<file path="src/rtl/can_hostregs_pkg.sv">
`timescale 1ns/1ps
package can_hostregs_pkg;
  localparam int BYTE_W     = 8;
  localparam int MODE_W     = 5;
  localparam int WIN_BASE   = 16;
  localparam int WIN_LEN    = 13;
  localparam int ACC_N      = 8;
  localparam int WIN_IDX_W  = $clog2(WIN_LEN);
  localparam int ACC_IDX_W  = $clog2(ACC_N);
  localparam int ZERO_LO    = 5;
  localparam int ZERO_HI    = 15;

  localparam int A_MODE   = 0;
  localparam int A_CMD    = 1;
  localparam int A_STAT   = 2;
  localparam int A_INTR   = 3;
  localparam int A_IEN    = 4;
  localparam int A_CLKDIV = 31;

  // status bit positions
  localparam int ST_RXRDY  = 0;
  localparam int ST_OVR    = 1;
  localparam int ST_TXFREE = 2;
  localparam int ST_TXCMPL = 3;
  localparam int ST_RXBUSY = 4;
  localparam int ST_TXBUSY = 5;
  // interrupt flag positions
  localparam int IF_RX  = 0;
  localparam int IF_TX  = 1;
  localparam int IF_OVR = 3;
  // command bit positions
  localparam int CMD_TX   = 0;
  localparam int CMD_REL  = 2;
  localparam int CMD_CLRO = 3;
  localparam int MODE_RST = 0;

  localparam logic [BYTE_W-1:0] STAT_RESET = 8'h3C;
  localparam logic [MODE_W-1:0] MODE_RESET = 5'h01;

  typedef struct packed {
    logic mode;
    logic cmd;
    logic stat;
    logic intr;
    logic ien;
    logic clkdiv;
    logic zero;
    logic win;
    logic acc;
  } hit_t;

  function automatic logic [BYTE_W-1:0] swreset_status(input logic [BYTE_W-1:0] s);
    return (s & ~8'h37) | 8'h34;
  endfunction

  function automatic logic [MODE_W-1:0] swreset_mode(input logic [MODE_W-1:0] m);
    return (m & ~5'h11) | 5'h01;
  endfunction

  function automatic logic irq_level(input logic [BYTE_W-1:0] en, input logic [BYTE_W-1:0] fl);
    return |(en & fl);
  endfunction
endpackage

</file>
<file path="src/rtl/canreg_decode.sv">
`timescale 1ns/1ps
module canreg_decode
  import can_hostregs_pkg::*;
#(
  parameter int ADDR_W = 5
) (
  input  logic [ADDR_W-1:0]    addr,
  output hit_t                 hit,
  output logic [WIN_IDX_W-1:0] win_idx
);
  logic [ADDR_W-1:0] off;

  always_comb begin
    off     = addr - ADDR_W'(WIN_BASE);
    win_idx = off[WIN_IDX_W-1:0];
    hit     = '0;
    if (addr == ADDR_W'(A_MODE))        hit.mode   = 1'b1;
    else if (addr == ADDR_W'(A_CMD))    hit.cmd    = 1'b1;
    else if (addr == ADDR_W'(A_STAT))   hit.stat   = 1'b1;
    else if (addr == ADDR_W'(A_INTR))   hit.intr   = 1'b1;
    else if (addr == ADDR_W'(A_IEN))    hit.ien    = 1'b1;
    else if (addr == ADDR_W'(A_CLKDIV)) hit.clkdiv = 1'b1;
    else if (addr >= ADDR_W'(ZERO_LO) && addr <= ADDR_W'(ZERO_HI)) hit.zero = 1'b1;
    else if (addr >= ADDR_W'(WIN_BASE) && addr < ADDR_W'(WIN_BASE + WIN_LEN)) begin
      hit.win = 1'b1;
      hit.acc = (off < ADDR_W'(ACC_N));
    end
  end
endmodule

</file>
<file path="src/rtl/canreg_msgcnt.sv">
`timescale 1ns/1ps
module canreg_msgcnt #(
  parameter int CNT_W = 6
) (
  input  logic clk,
  input  logic rst_n,
  input  logic store,
  input  logic rel_req,
  input  logic clear,
  output logic pend,
  output logic pend_nxt,
  output logic rel_fire,
  output logic drained
);
  localparam logic [CNT_W-1:0] CNT_MAX = '1;

  logic [CNT_W-1:0] cnt_q, cnt_nxt;

  always_comb begin
    rel_fire = rel_req && (cnt_q != '0) && !clear;
    cnt_nxt  = cnt_q;
    if (clear) begin
      cnt_nxt = '0;
    end else begin
      if (rel_fire) cnt_nxt = cnt_nxt - 1'b1;
      if (store && cnt_nxt != CNT_MAX) cnt_nxt = cnt_nxt + 1'b1;
    end
    pend     = (cnt_q != '0);
    pend_nxt = (cnt_nxt != '0);
    drained  = rel_fire && !pend_nxt;
  end

  always_ff @(posedge clk or negedge rst_n) begin
    if (!rst_n) cnt_q <= '0;
    else        cnt_q <= cnt_nxt;
  end

  // a granted release with no concurrent store lowers the count by one
  p_release_dec_r6: assert property (@(posedge clk) disable iff (!rst_n)
    (rel_req && cnt_q != '0 && !store && !clear) |=> (cnt_q == $past(cnt_q) - 1'b1));
  // a flush leaves no pending message
  p_flush_empty_r3: assert property (@(posedge clk) disable iff (!rst_n)
    clear |=> !pend);
  // a store never leaves the count at zero
  p_store_pending_r8: assert property (@(posedge clk) disable iff (!rst_n)
    (store && !clear) |=> pend);
endmodule

</file>
<file path="src/rtl/canreg_irqflags.sv">
`timescale 1ns/1ps
module canreg_irqflags
  import can_hostregs_pkg::*;
(
  input  logic              clk,
  input  logic              rst_n,
  input  logic [BYTE_W-1:0] en,
  input  logic              set_rx,
  input  logic              set_tx,
  input  logic              set_ovr,
  input  logic              clr_ovr,
  input  logic              rd_clr,
  input  logic              drained,
  input  logic              pend_nxt,
  output logic [BYTE_W-1:0] flags,
  output logic              irq
);
  logic [BYTE_W-1:0] fl_nxt;

  always_comb begin
    fl_nxt = flags;
    if (rd_clr)  fl_nxt = {{(BYTE_W-1){1'b0}}, pend_nxt};
    if (drained) fl_nxt[IF_RX]  = 1'b0;
    if (clr_ovr) fl_nxt[IF_OVR] = 1'b0;
    if (set_rx)  fl_nxt[IF_RX]  = 1'b1;
    if (set_tx)  fl_nxt[IF_TX]  = 1'b1;
    if (set_ovr) fl_nxt[IF_OVR] = 1'b1;
  end

  always_ff @(posedge clk or negedge rst_n) begin
    if (!rst_n) flags <= '0;
    else        flags <= fl_nxt;
  end

  assign irq = irq_level(en, flags);

  // a flag read re-arms the receive bit while messages remain
  p_rearm_r10: assert property (@(posedge clk) disable iff (!rst_n)
    (rd_clr && pend_nxt) |=> flags[IF_RX]);
  // a flag read with no new event leaves only bit 0 possibly set
  p_readclr_r10: assert property (@(posedge clk) disable iff (!rst_n)
    (rd_clr && !set_tx && !set_ovr) |=> (flags[BYTE_W-1:1] == '0));
  // nothing enabled means no interrupt
  p_irq_masked_r9: assert property (@(posedge clk) disable iff (!rst_n)
    (en == '0) |-> !irq);
endmodule

</file>
<file path="src/rtl/can_hostregs.sv">
`timescale 1ns/1ps
module can_hostregs
  import can_hostregs_pkg::*;
#(
  parameter int ADDR_W    = 5,
  parameter int MSG_CNT_W = 6
) (
  input  logic                    clk,
  input  logic                    rst_n,
  input  logic                    bus_wr,
  input  logic                    bus_rd,
  input  logic [ADDR_W-1:0]       bus_addr,
  input  logic [BYTE_W-1:0]       bus_wdata,
  output logic [BYTE_W-1:0]       bus_rdata,
  output logic                    irq,
  output logic                    tx_req,
  input  logic                    tx_done,
  output logic                    tx_wr,
  output logic [WIN_IDX_W-1:0]    tx_idx,
  output logic [BYTE_W-1:0]       tx_data,
  input  logic                    rx_stored,
  input  logic                    rx_overrun,
  output logic                    rx_release,
  output logic                    rx_flush,
  output logic [WIN_IDX_W-1:0]    rx_rd_idx,
  input  logic [BYTE_W-1:0]       rx_rd_data,
  output logic [ACC_N*BYTE_W-1:0] acc_bytes,
  output logic [MODE_W-1:0]       mode_bits
);
  hit_t                 hit;
  logic [WIN_IDX_W-1:0] win_idx;
  logic [ACC_IDX_W-1:0] acc_idx;

  logic [MODE_W-1:0] mode_q;
  logic [BYTE_W-1:0] stat_q, stat_nxt, status_rd;
  logic [BYTE_W-1:0] ien_q, clkdiv_q, flags;
  logic [BYTE_W-1:0] acc_q [ACC_N];

  // named internal events
  logic mode_wr, enter_rst, leave_rst, flush_ev;
  logic cmd_wr, tx_fire, rel_cmd, clro_cmd, intr_rd, win_wr, win16_wr;
  logic pend, pend_nxt, rel_fire, drained;
  logic in_rst;

  canreg_decode #(.ADDR_W(ADDR_W)) u_dec (
    .addr(bus_addr), .hit(hit), .win_idx(win_idx)
  );

  assign acc_idx   = win_idx[ACC_IDX_W-1:0];
  assign in_rst    = mode_q[MODE_RST];
  assign mode_wr   = bus_wr && hit.mode;
  assign enter_rst = mode_wr && !in_rst && bus_wdata[MODE_RST];
  assign leave_rst = mode_wr && in_rst && !bus_wdata[MODE_RST];
  assign flush_ev  = enter_rst || leave_rst;
  assign cmd_wr    = bus_wr && hit.cmd;
  assign tx_fire   = cmd_wr && bus_wdata[CMD_TX];
  assign rel_cmd   = cmd_wr && bus_wdata[CMD_REL];
  assign clro_cmd  = cmd_wr && bus_wdata[CMD_CLRO];
  assign intr_rd   = bus_rd && hit.intr;
  assign win_wr    = bus_wr && hit.win;
  assign win16_wr  = win_wr && (win_idx == '0);

  canreg_msgcnt #(.CNT_W(MSG_CNT_W)) u_cnt (
    .clk(clk), .rst_n(rst_n), .store(rx_stored), .rel_req(rel_cmd),
    .clear(flush_ev), .pend(pend), .pend_nxt(pend_nxt),
    .rel_fire(rel_fire), .drained(drained)
  );

  canreg_irqflags u_irq (
    .clk(clk), .rst_n(rst_n), .en(ien_q),
    .set_rx(rx_stored), .set_tx(tx_done), .set_ovr(rx_overrun),
    .clr_ovr(clro_cmd), .rd_clr(intr_rd), .drained(drained),
    .pend_nxt(pend_nxt), .flags(flags), .irq(irq)
  );

  // status: held bits, bit 0 comes from the pending count
  always_comb begin
    stat_nxt = stat_q;
    if (tx_fire) begin
      stat_nxt[ST_TXFREE] = 1'b0;
      stat_nxt[ST_TXCMPL] = 1'b0;
      stat_nxt[ST_TXBUSY] = 1'b0;
    end
    if (tx_done) begin
      stat_nxt[ST_TXFREE] = 1'b1;
      stat_nxt[ST_TXCMPL] = 1'b1;
    end
    if (clro_cmd)                stat_nxt[ST_OVR]    = 1'b0;
    if (rx_overrun)              stat_nxt[ST_OVR]    = 1'b1;
    if (rx_stored || rx_overrun) stat_nxt[ST_RXBUSY] = 1'b0;
    if (win16_wr)                stat_nxt[ST_TXBUSY] = 1'b1;
    if (enter_rst)               stat_nxt = swreset_status(stat_nxt);
    stat_nxt[ST_RXRDY] = 1'b0;
  end

  assign status_rd = stat_q | {{(BYTE_W-1){1'b0}}, pend};

  always_ff @(posedge clk or negedge rst_n) begin
    if (!rst_n) begin
      mode_q     <= MODE_RESET;
      stat_q     <= STAT_RESET;
      ien_q      <= '0;
      clkdiv_q   <= '0;
      tx_req     <= 1'b0;
      rx_release <= 1'b0;
      rx_flush   <= 1'b0;
      tx_wr      <= 1'b0;
      tx_idx     <= '0;
      tx_data    <= '0;
    end else begin
      stat_q     <= stat_nxt;
      tx_req     <= tx_fire;
      rx_release <= rel_fire;
      rx_flush   <= flush_ev;
      tx_wr      <= win_wr && !in_rst;
      if (win_wr && !in_rst) begin
        tx_idx  <= win_idx;
        tx_data <= bus_wdata;
      end
      if (mode_wr) mode_q <= enter_rst ? swreset_mode(bus_wdata[MODE_W-1:0])
                                       : bus_wdata[MODE_W-1:0];
      if (bus_wr && hit.ien)    ien_q    <= bus_wdata;
      if (bus_wr && hit.clkdiv) clkdiv_q <= bus_wdata;
    end
  end

  // acceptance bytes, writable only while held in reset
  for (genvar g = 0; g < ACC_N; g++) begin : g_acc
    always_ff @(posedge clk or negedge rst_n) begin
      if (!rst_n) acc_q[g] <= '0;
      else if (win_wr && in_rst && hit.acc && acc_idx == ACC_IDX_W'(g)) acc_q[g] <= bus_wdata;
    end
    assign acc_bytes[g*BYTE_W +: BYTE_W] = acc_q[g];
  end

  always_comb begin
    bus_rdata = 8'hFF;
    if (hit.mode)        bus_rdata = {{(BYTE_W-MODE_W){1'b0}}, mode_q};
    else if (hit.cmd)    bus_rdata = 8'h00;
    else if (hit.stat)   bus_rdata = status_rd;
    else if (hit.intr)   bus_rdata = flags;
    else if (hit.ien)    bus_rdata = ien_q;
    else if (hit.clkdiv) bus_rdata = clkdiv_q;
    else if (hit.zero)   bus_rdata = 8'h00;
    else if (hit.win)    bus_rdata = in_rst ? (hit.acc ? acc_q[acc_idx] : 8'h00) : rx_rd_data;
  end

  assign rx_rd_idx = win_idx;
  assign mode_bits = mode_q;

  // a transmit command leaves the transmit status bits cleared
  p_tx_clear_r5: assert property (@(posedge clk) disable iff (!rst_n)
    (tx_fire && !tx_done) |=> (!status_rd[ST_TXFREE] && !status_rd[ST_TXCMPL]));
  // completion restores status and raises the transmit flag
  p_tx_done_r5: assert property (@(posedge clk) disable iff (!rst_n)
    tx_done |=> (status_rd[ST_TXFREE] && status_rd[ST_TXCMPL] && flags[IF_TX]));
  // window writes in reset never reach the transmit buffer
  p_reset_window_r12: assert property (@(posedge clk) disable iff (!rst_n)
    (bus_wr && hit.win && mode_q[MODE_RST]) |=> !tx_wr);
  // entering reset gives a clean mode and an empty message count
  p_sw_reset_r4: assert property (@(posedge clk) disable iff (!rst_n)
    enter_rst |=> (mode_q[MODE_RST] && !mode_q[4] && !status_rd[ST_RXRDY]));
  // at most one register selected
  p_one_hit_r11: assert property (@(posedge clk) disable iff (!rst_n)
    $onehot0({hit.mode, hit.cmd, hit.stat, hit.intr, hit.ien, hit.clkdiv, hit.zero, hit.win}));
endmodule

</file>
<file path="config.mk">
export PLATFORM = sky130hd
export DESIGN_NAME = can_hostregs
export DESIGN_NICKNAME = d
export VERILOG_FILES = /design/src/rtl/can_hostregs_pkg.sv /design/src/rtl/canreg_decode.sv /design/src/rtl/canreg_msgcnt.sv /design/src/rtl/canreg_irqflags.sv /design/src/rtl/can_hostregs.sv
export SDC_FILE = /design/constraint.sdc
export NUM_CORES = 1
export LEC_CHECK = 0
export BUFFER_PORTS_ARGS = -buffer_cell sky130_fd_sc_hd__buf_2
export CAP_MARGIN = 20
export CORE_UTILIZATION = 50
export CTS_CLUSTER_DIAMETER = 30
export DETAILED_ROUTE_END_ITERATION = 7
export PLACE_DENSITY = 0.75
export SLEW_MARGIN = 20
export SYNTH_ARGS = -nofsm -noshare
export SYNTH_HDL_FRONTEND = slang
export SYNTH_SLANG_ARGS = --single-unit
</file>
<file path="constraint.sdc">
create_clock -name clk -period 2.76 [get_ports clk]
set_clock_uncertainty 0.2 [all_clocks]
set_input_delay 0.414 -clock clk [delete_from_list [all_inputs] [get_ports clk]]
set_output_delay 0.414 -clock clk [all_outputs]
set_load 0.005 [all_outputs]
</file>
## Word-level counts from Yosys, hierarchy flattened

Index checks and enable logic that the tools add are counted.

| storage, ports and cells | value |
|---|---|
| input port bits | 28 |
| word-level logic and storage cells | 148 |
| register bits after elaboration | 115 |
| output and inout port bits | 98 |

| operators by class | value |
|---|---|
| reductions and logical operators | 50 |
| equality and inequality tests | 13 |
| add/sub/neg operators | 3 |
| multiplexer cells | 47 |
| $lt $le $gt $ge | 6 |
| bitwise gates (word level) | 3 |

Operators by type and width:

| operator | count |
|---|---|
| $mux 8 | 13 |
| $mux 6 | 6 |
| $logic_and 1x1->1 | 31 |
| $bmux 8 s3 | 1 |
| $mux 1 | 17 |
| $reduce_bool 3->1 | 5 |
| $eq 3x3->1 const B | 4 |
| $reduce_bool 6->1 | 2 |
| $eq 5x2->1 const B | 2 |
| $mux 5 | 2 |
| $and 8x4->8 | 1 |
| $mux 2 | 4 |
| $mux 4 | 2 |
| $reduce_or 8->1 | 1 |
| $mux 7 | 1 |
| $add 6x1->6 const B | 1 |
| $eq 3x2->1 const B | 2 |
| $ne 6x6->1 const B | 1 |
| $or 6x1->6 | 1 |
| $sub 6x1->6 const B | 1 |
| $eq 5x1->1 const B | 1 |
| $eq 5x3->1 const B | 1 |
| $eq 5x5->1 const B | 1 |
| $ge 5x3->1 const B | 1 |
| 15 further kinds | 20 |

## Depth between registers and ports, before layout

Gate-level depths: netlist of run 1.

| logic depth | value |
|---|---|
| word-level depth | 25 |
| gate-level depth with buffers | 14 |
| gate-level depth less buffers | 13 |

## Modules after synthesis

Synthesis of run 1 repeated with hierarchy kept, for this count alone.

| unflattened totals | value |
|---|---|
| cell total of the unflattened synthesis | 563 |
| area, all modules | 6236.0 um^2 |

By module, submodules not included:

| module | cells an instance | times used | area an instance (um^2) | seq. area each (um^2) |
|---|---|---|---|---|
| can_hostregs | 429 | 1 | 5132.4 | 2658.8 |
| canreg_msgcnt | 97 | 1 | 797.0 | 150.1 |
| canreg_irqflags | 17 | 1 | 170.2 | 75.1 |
| canreg_decode | 20 | 1 | 136.4 | 0.0 |

## Worst setup path after synthesis of run 1

No wires, ideal clock.

| timing path | value |
|---|---|
| path type | input to register |
| start point | input bus_addr[3] |
| end point | register u_irq.flags[0] |
| buffers on the path | 2 |
| stages | 13 |
| required time | 2478 ps |
| arrival | 2763 ps |
| library setup time | 82 ps |
| path slack | -285 ps |
| path through | buf_6 or3_4 buf_6 a211oi_4 xnor2_1 inv_1 ha_1 and2_1 o211ai_1 a211oi_1 a31o_2 o21ba_1 a31oi_1 |

| on the way | value |
|---|---|
| word-level cells in the longest chain between the ends | 19 |
| elaborated cells between the ends (all ways) | 36 |
| those cells by class | 1 x add/sub; 4 x eq/ne; 13 x mux; 18 x reduce/logical |

RTL lines:

| what | RTL line | source |
|---|---|---|
| start: declaration | can_hostregs.sv:12 | `input logic [ADDR_W-1:0] bus_addr,` |
| $logic_not 5->1 | canreg_decode.sv:17 | `if (addr == ADDR_W'(A_MODE)) hit.mode = 1'b1;` |
| $mux 1 | canreg_decode.sv:17 |  |
| $logic_and 1x1->1 | can_hostregs.sv:51 | `assign mode_wr = bus_wr && hit.mode;` |
| $logic_and 1x1->1, on equally long branches (2 in a row) | can_hostregs.sv:52, can_hostregs.sv:53 |  |
| $logic_or 1x1->1 | can_hostregs.sv:54 | `assign flush_ev = enter_rst \|\| leave_rst;` |
| $logic_not 1->1 | canreg_msgcnt.sv:20 | `rel_fire = rel_req && (cnt_q != '0) && !clear;` |
| $logic_and 1x1->1 * | canreg_msgcnt.sv:20 |  |
| via rel_fire | can_hostregs.sv:42 | `logic pend, pend_nxt, rel_fire, drained;` |
| parallel branches: the longest is 11 deep, another holds $add 6x1->6 | - |  |
| end signal: assignment | canreg_irqflags.sv:32 | `else flags <= fl_nxt;` |
| end: declaration | canreg_irqflags.sv:15 | `output logic [BYTE_W-1:0] flags,` |

Mark *: on every way through the listed nets, which the timed path passes. The select of a mux whose other input is x is not followed.
A chain may end at the register's enable or synchronous reset.

## Final worst setup path of run 1

| timing path | value |
|---|---|
| start point | register acc_q, in the netlist acc_bytes[57] |
| end point | output bus_rdata[1] |

| on the way | value |
|---|---|
| word-level cells in the longest chain between the ends | 13 |

RTL lines:

| what | RTL line | source |
|---|---|---|
| start: declaration | can_hostregs.sv:37 | `logic [BYTE_W-1:0] acc_q [ACC_N];` |
| start signal: indexed assignment | can_hostregs.sv:131 | `else if (win_wr && in_rst && hit.acc && acc_idx == ACC_IDX_W'(g)) acc_q[g] <= bus_wdata;` |
| $bmux 8 s3 | can_hostregs.sv:145 | `else if (hit.win) bus_rdata = in_rst ? (hit.acc ? acc_q[acc_idx] : 8'h00) : rx_rd_data;` |
| $mux 8 (implied by the code) (2 in a row) | can_hostregs.sv:145 |  |
| $mux 8 (3 in a row) | can_hostregs.sv:145 |  |
| $mux 8 | can_hostregs.sv:144 | `else if (hit.zero) bus_rdata = 8'h00;` |
| $mux 8 | can_hostregs.sv:143 | `else if (hit.clkdiv) bus_rdata = clkdiv_q;` |
| $mux 8 | can_hostregs.sv:142 | `else if (hit.ien) bus_rdata = ien_q;` |
| $mux 8 | can_hostregs.sv:141 | `else if (hit.intr) bus_rdata = flags;` |
| $mux 8 | can_hostregs.sv:140 | `else if (hit.stat) bus_rdata = status_rd;` |
| $mux 8 | can_hostregs.sv:139 | `else if (hit.cmd) bus_rdata = 8'h00;` |
| $mux 8 | can_hostregs.sv:138 | `if (hit.mode) bus_rdata = {{(BYTE_W-MODE_W){1'b0}}, mode_q};` |
| end: declaration | can_hostregs.sv:14 | `output logic [BYTE_W-1:0] bus_rdata,` |

Every way passes these cells. The select of a mux whose other input is x is not followed.

==> qor.csv, run 1 <==
metric;value;unit
ant_nets;0;
synth_edf_count;0;
ir_worst_vdd;0.579;mV
start_util;0.513;
yosys_warnings;0;
syn_area;0.00586;mm²
dpl_worst_slack;-161;ps
rrSetupSlack;30;ps
design_area;0.00803;mm²
nets;721;
wl_per_cell;20.6;µm
antenna_cells;0;
seq_area_frac_synth;0.492;
dp_hpwl;11700;µm
reg2regPathDepth;13;
num-fill-cells;829;
num_vias;4891;
grt_max_degree;46;
clockBufferDepth;2;
die_h;110;µm
worstHoldStart;tx_done;
fmax;359;MHz
whs_path_depth;2;
syn_avg_cell_area;12.0;µm²
status;finished, violations left;
powerDensity;697;mW/mm²
grt_pass1_vias;4942;
worst_slew_pin_slew;647;ps
synthFlopType;dfrtp_1;
cts_root_buffer;clkbuf_16;
r2r-start;u_cnt.cnt_q[0];
hold_path_end;stat_q[3];
core-area;0.0114;mm²
cp-start-kind;register;
drive_gt1_frac;0.585;
critPathKind;register to output pin;
portBuffers;125;
path_max_fanout;2;
die_w;110;µm
dieArea;0.0122;mm²
max_slew_margin;0.569;
hold_class;primary input to register;
drcViolationCount;0;
routed_via_density;5.78;
finalSetupViolations;5;
finalHoldViolCount;0;
ys_ff_latch;115;
ios;126;
cp-end-kind;output pin;
fin_setup_tns;-84.2;ps
rows;39;
violations;setup timing;
cts_tree;built;
worstPathArrival;2170;ps
syn_inst;489;
wl;17400;µm
clk_pin_slew_worst_paths;50;ps
gp_congestion;0.927;
maxCapViolCount;0;
cts.sinks;115;
clk_latency;420;ps
syn_nets;520;
setup_ws;-28.8;ps
drt_iter0_drc;268;
dr.pass1.iters;5;
ys_types;64;
r2r_end;u_irq.flags[0];
crit_required;2150;ps
rsz0062_at_grt;yes;
async_flop_share;1.00;
placed_cell_area;0.00690;mm²
grt_overflow;0;
antenna_found_initial;0;
grt_pass1_wl;26700;µm
whs;29.8;ps
syn2layout_area_growth;37.0;%
htreeDepth;4;
numCtsBuffers;17;
period_share;1.01;
grt_use_total;0.305;
leakage;0.00413;µW
drv_slew;0;
min_period;2790;ps
[repair_timing]
| action | CTS | global route |
|---|---|---|
| pin swaps | 7 | 15 |
| gates resized for setup | 23 | 20 |
| buffers inserted | 32 | 11 |
| hold endpoints to repair | 43 | 0 |
| endpoints found under the setup margin | 7 | 9 |
| cloned | 2 | 0 |
| hold buffers | 1 | 0 |
[state kept, by name, indices dropped and copies added, names as in the netlist]
name	cells
acc_bytes	64
clkdiv_q	8
ien_q	8
mode_bits	5
rx_flush	1
rx_release	1
stat_q	5
tx_data	8
tx_idx	4
tx_req	1
tx_wr	1
u_cnt.cnt_q	6
u_irq.flags	3
[worst max path at each step]
stage | startpoint | end | slack (ps) | cells past startpoint
floorplan | bus_addr[3] | u_irq.flags[0] | -180 | 13
global placement | bus_addr[0] | bus_rdata[1] | -70 | 9
detailed placement | bus_addr[2] | u_irq.flags[0] | -160 | 11
CTS | acc_bytes[59] | bus_rdata[3] | -30 | 7
global route | acc_bytes[25] | bus_rdata[1] | -110 | 7
finish | acc_bytes[57] | bus_rdata[1] | -30 | 7
[critical path, stage by stage (launching register included)]
cell and delay, ps:
dfrtp_1 380, mux4_2 500, mux2_4 280, nand2_2 70, a31oi_1 90, a21oi_2 180, o32ai_2 100, buf_2 140
[logic make-up after synthesis]
family	Yosys count	share of synthesized area
compound gates	68	0.0820
buf+inv	47	0.0378
fa+ha+maj	3	0.00640
xor+xnor	5	0.00875
mux	118	0.257
flops	115	0.492
simple gates	133	0.116
[where the power goes]
| part | total, µW | switching, µW | internal, µW | leakage (µW) |
|---|---|---|---|---|
| Combinational | 1430 | 727 | 706 | 0.00234 |
| Sequential | 2010 | 135 | 1870 | 0.00151 |
| Clock | 2160 | 765 | 1390 | 0.000283 |
[final cells by class]
class	instances	area, µm²	share of cell area
Multi-Input combinational cell	327	2940	0.366
Sequential cell	115	2880	0.359
Timing Repair Buffer	218	1410	0.175
Clock buffer	23	478	0.0595
Tap cell	143	179	0.0223
Clock inverter	9	104	0.0129
Inverter	11	41.3	0.00514
[placed cells by master, fill, tap and decap left out, types with 3 or more instances in the layout]
cell       netlist  layout
nand2_2          0       7
nor3_2           2       4
nor2b_1          5       4
dfrtp_1        110     110
nand2b_1         9       9
nor3b_1          3       3
a31oi_1         10       8
o32ai_2          0       4
mux2_2          96      88
o21ai_1          2       3
nand4_1          4       4
mux4_2          16      16
nand3_1          7       7
buf_4            4      89
mux2i_1          5       5
dfstp_2          5       5
a21oi_2          0       7
nand2_1         60      53
inv_1           10       8
a21oi_1         16       9
mux2_4           1       9
buf_2            6     123
clkbuf_16        0      17
clkbuf_1        20       3
buf_12           0       3
o21ai_0          8       7
nor2_1          21      20
clkbuf_8         0       3
a21o_1           4       4
clkinv_2         0       4
[synthesized netlist by cell type, types with 6 or more instances]
library cell  count  area [µm²]
clkbuf_1         20        75.1
o21ai_0           8        40.0
nand2_1          60         225
nand2b_1          9        56.3
nor2_1           21        78.8
a31oi_1          10        62.6
inv_1            10        37.5
buf_2             6        30.0
dfrtp_1         110        2750
a21oi_1          16        80.1
nand3_1           7        35.0
mux2_2           96        1080
mux4_2           16         360
[metrics by stage]
stage               std cells  utilization  power, µW
finish                    846        0.703       5600
global route              846        0.703       5830
CTS                       835        0.689       5510
detailed placement        768        0.605       3270
global placement          768        0.605       3230
floorplan                 489            -       2730
[routing by layer]
layer / GRT usage / part of all wire / vias to the layer above
met5: 0 / 0 / -
met4: 0.121 / 0.021 / 0
met3: 0.0923 / 0.079 / 35
met2: 0.487 / 0.49 / 231
met1: 0.390 / 0.41 / 2453
li1: - / - / 2172
Note: power is estimated with default switching activity, not from simulation.
==> inputs of run 2 (changes only) <==
--- a/config.mk
+++ b/config.mk
@@ -5,12 +5,12 @@
 export SDC_FILE = /design/constraint.sdc
 export NUM_CORES = 1
 export LEC_CHECK = 0
-export BUFFER_PORTS_ARGS = -buffer_cell sky130_fd_sc_hd__buf_2
 export CAP_MARGIN = 20
 export CORE_UTILIZATION = 50
 export CTS_CLUSTER_DIAMETER = 30
 export DETAILED_ROUTE_END_ITERATION = 7
-export PLACE_DENSITY = 0.75
+export DONT_BUFFER_PORTS = 1
+export PLACE_DENSITY = 0.66
 export SLEW_MARGIN = 20
 export SYNTH_ARGS = -nofsm -noshare
 export SYNTH_HDL_FRONTEND = slang
==> qor.csv, run 2 (synthesis results as in run 1) <==
metric;value;unit;change
status;finished, violations left;;
violations;hold timing;;
cts_root_buffer;clkbuf_16;;
rows;39;;unchanged
grt_use_total;0.291;;-0.0143
grt_pass1_wl;25000;µm;-6.0%
finalCoreUtilization;0.621;;-0.0825
drt_iter0_drc;344;;+28%
max_slew_margin;0.449;;-0.120
hold_class;primary input to async pin;;
ir_worst_vdd;0.795;mV;+37%
dr.pass1.iters;4;;-1
maxCapViolCount;0;;unchanged
htreeDepth;4;;unchanged
antenna_found_initial;4;;+4
num-fill-cells;931;;+12%
finalHoldViolCount;115;;+115
core-area;0.0114;mm²;unchanged
fin_cells;682;;-19%
num_vias;4211;;-14%
placed_cells;623;;-19%
syn2layout_area_growth;21.0;%;
dieArea;0.0122;mm²;unchanged
worst_slew_pin_slew;824;ps;+177 ps
portBuffers;0;;-100%
placed_cell_area;0.00609;mm²;-12%
clk_latency;420;ps;about the same
grt_max_degree;116;;+150%
final_cell_mix;110 x dfrtp_1, 92 x mux2_2, 56 x nand2_1, 35 x buf_4, 21 x nor2_1;;
cts_tree;built;;
fmax;365;MHz;+1.8%
final_common_cell;dfrtp_1;;
ios;126;;unchanged
ant_nets;0;;unchanged
numCtsBuffers;17;;unchanged
whs;-507;ps;-537 ps
finalSetupViolations;0;;-5
worstPathArrival;2130;ps;-40 ps
cp-start-kind;register;;
path_max_fanout;3;;+1
min_period;2740;ps;-49.4 ps
wl;16900;µm;-3.2%
die_w;110;µm;unchanged
cts.sinks;115;;unchanged
routed_via_density;6.17;;+6.8%
wl_per_cell;24.7;µm;+20%
critPathKind;register to output pin;;
rsz0062_at_grt;yes;;
drcViolationCount;0;;unchanged
powerDensity;778;mW/mm²;+12%
grt_overflow;0;;unchanged
ctsHoldBuffers;16;;+15
crit_required;2150;ps;about the same
clockBufferDepth;2;;unchanged
drv_slew;0;;unchanged
leakage;0.00326;µW;-21%
cp-startpoint;acc_bytes[1];;
dp_hpwl;10900;µm;-7.4%
cp-end-kind;output pin;;
r2r-start;u_cnt.cnt_q[1];;
p_total;5520;µW;-1.4%
period_share;0.993;;-0.0179
start_util;0.513;;unchanged
clk_pin_slew_worst_paths;50;ps;about the same
nets;555;;-23%
gp_congestion;0.907;;-2.2%
largest_register_ff_count;64;;unchanged
grt_pass1_vias;4248;;-14%
die_h;110;µm;unchanged
drive_gt1_frac;0.419;;-0.166
design_area;0.00709;mm²;-12%
[run 2: cell types whose count changed in the layout (fill, tap and decap cells not counted), moves of 3 or more]
| cell | change |
|---|---|
| buf_4 | -54 |
| dlygate4sd3_1 | +15 |
| nand2_1 | +3 |
| mux2_2 | +4 |
| mux2_4 | -4 |
| buf_2 | -123 |
| nand2_2 | -4 |
| buf_12 | -3 |
[run 2: final timing paths]
| check | slack (ps) | end | cells after the start |
|---|---|---|---|
| max | 20 | bus_rdata[1] | 6 |
| min in group clk | 30 | tx_idx[3] | 2 |
| min reg2reg | 300 | tx_data[4] | 2 |
| max reg2reg | 40 | u_irq.flags[0] | 14 |
| max in group asynchronous | 2630 | mode_bits[0] | 0 |
| min | -510 | tx_data[4] | 0 |
[run 2: worst max-delay path, stage by stage (launching register included)]
cell     delay, ps
dfrtp_1        410
mux4_2         490
mux2_4         300
nand2_2         90
a31oi_1        110
a21oi_2        190
o32ai_2        110
[run 2: layer usage]
metal	up-vias	global-route usage	share of wire
met2	167	0.453	0.48
li1	1851	-	-
met5	-	0	0.0016
met1	2168	0.374	0.42
met4	4	0.0733	0.011
met3	21	0.126	0.087
[run 2: cell type report]
class / count / area, µm² / area share
Tap cell: 143 / 179 / 0.0252
Multi-Input combinational cell: 327 / 2930 / 0.414
Clock inverter: 12 / 156 / 0.0221
Timing Repair Buffer: 52 / 434 / 0.0612
Inverter: 11 / 41.3 / 0.00582
Antenna cell: 2 / 5.00 / 0.000706
Clock buffer: 20 / 457 / 0.0644
Sequential cell: 115 / 2880 / 0.407
[run 2: power breakdown]
| group | switching, µW | total [µW] | internal (µW) |
|---|---|---|---|
| combinational | 602 | 1220 | 623 |
| clock | 799 | 2260 | 1470 |
| sequential | 157 | 2030 | 1870 |
| total | 1560 | 5520 | 3960 |
[run 2: through the flow]
stage	setup slack [ps]	setup TNS, ps	hold WS [ps]
floorplan	-184	-234	-81.6
global placement	44.1	0	-78.9
detailed placement	-77.5	-77.5	-79.3
CTS	-22.7	-53.9	-526
global route	-81.4	-301	-531
finish	20.6	0	-507
[run 2: what timing repair did]
action,4_1_cts,5_1_grt
setup buffers,2,7
pin swaps,8,11
endpoints found under the hold margin,219,115
gates resized for setup,13,22
endpoints found under the setup margin,6,9
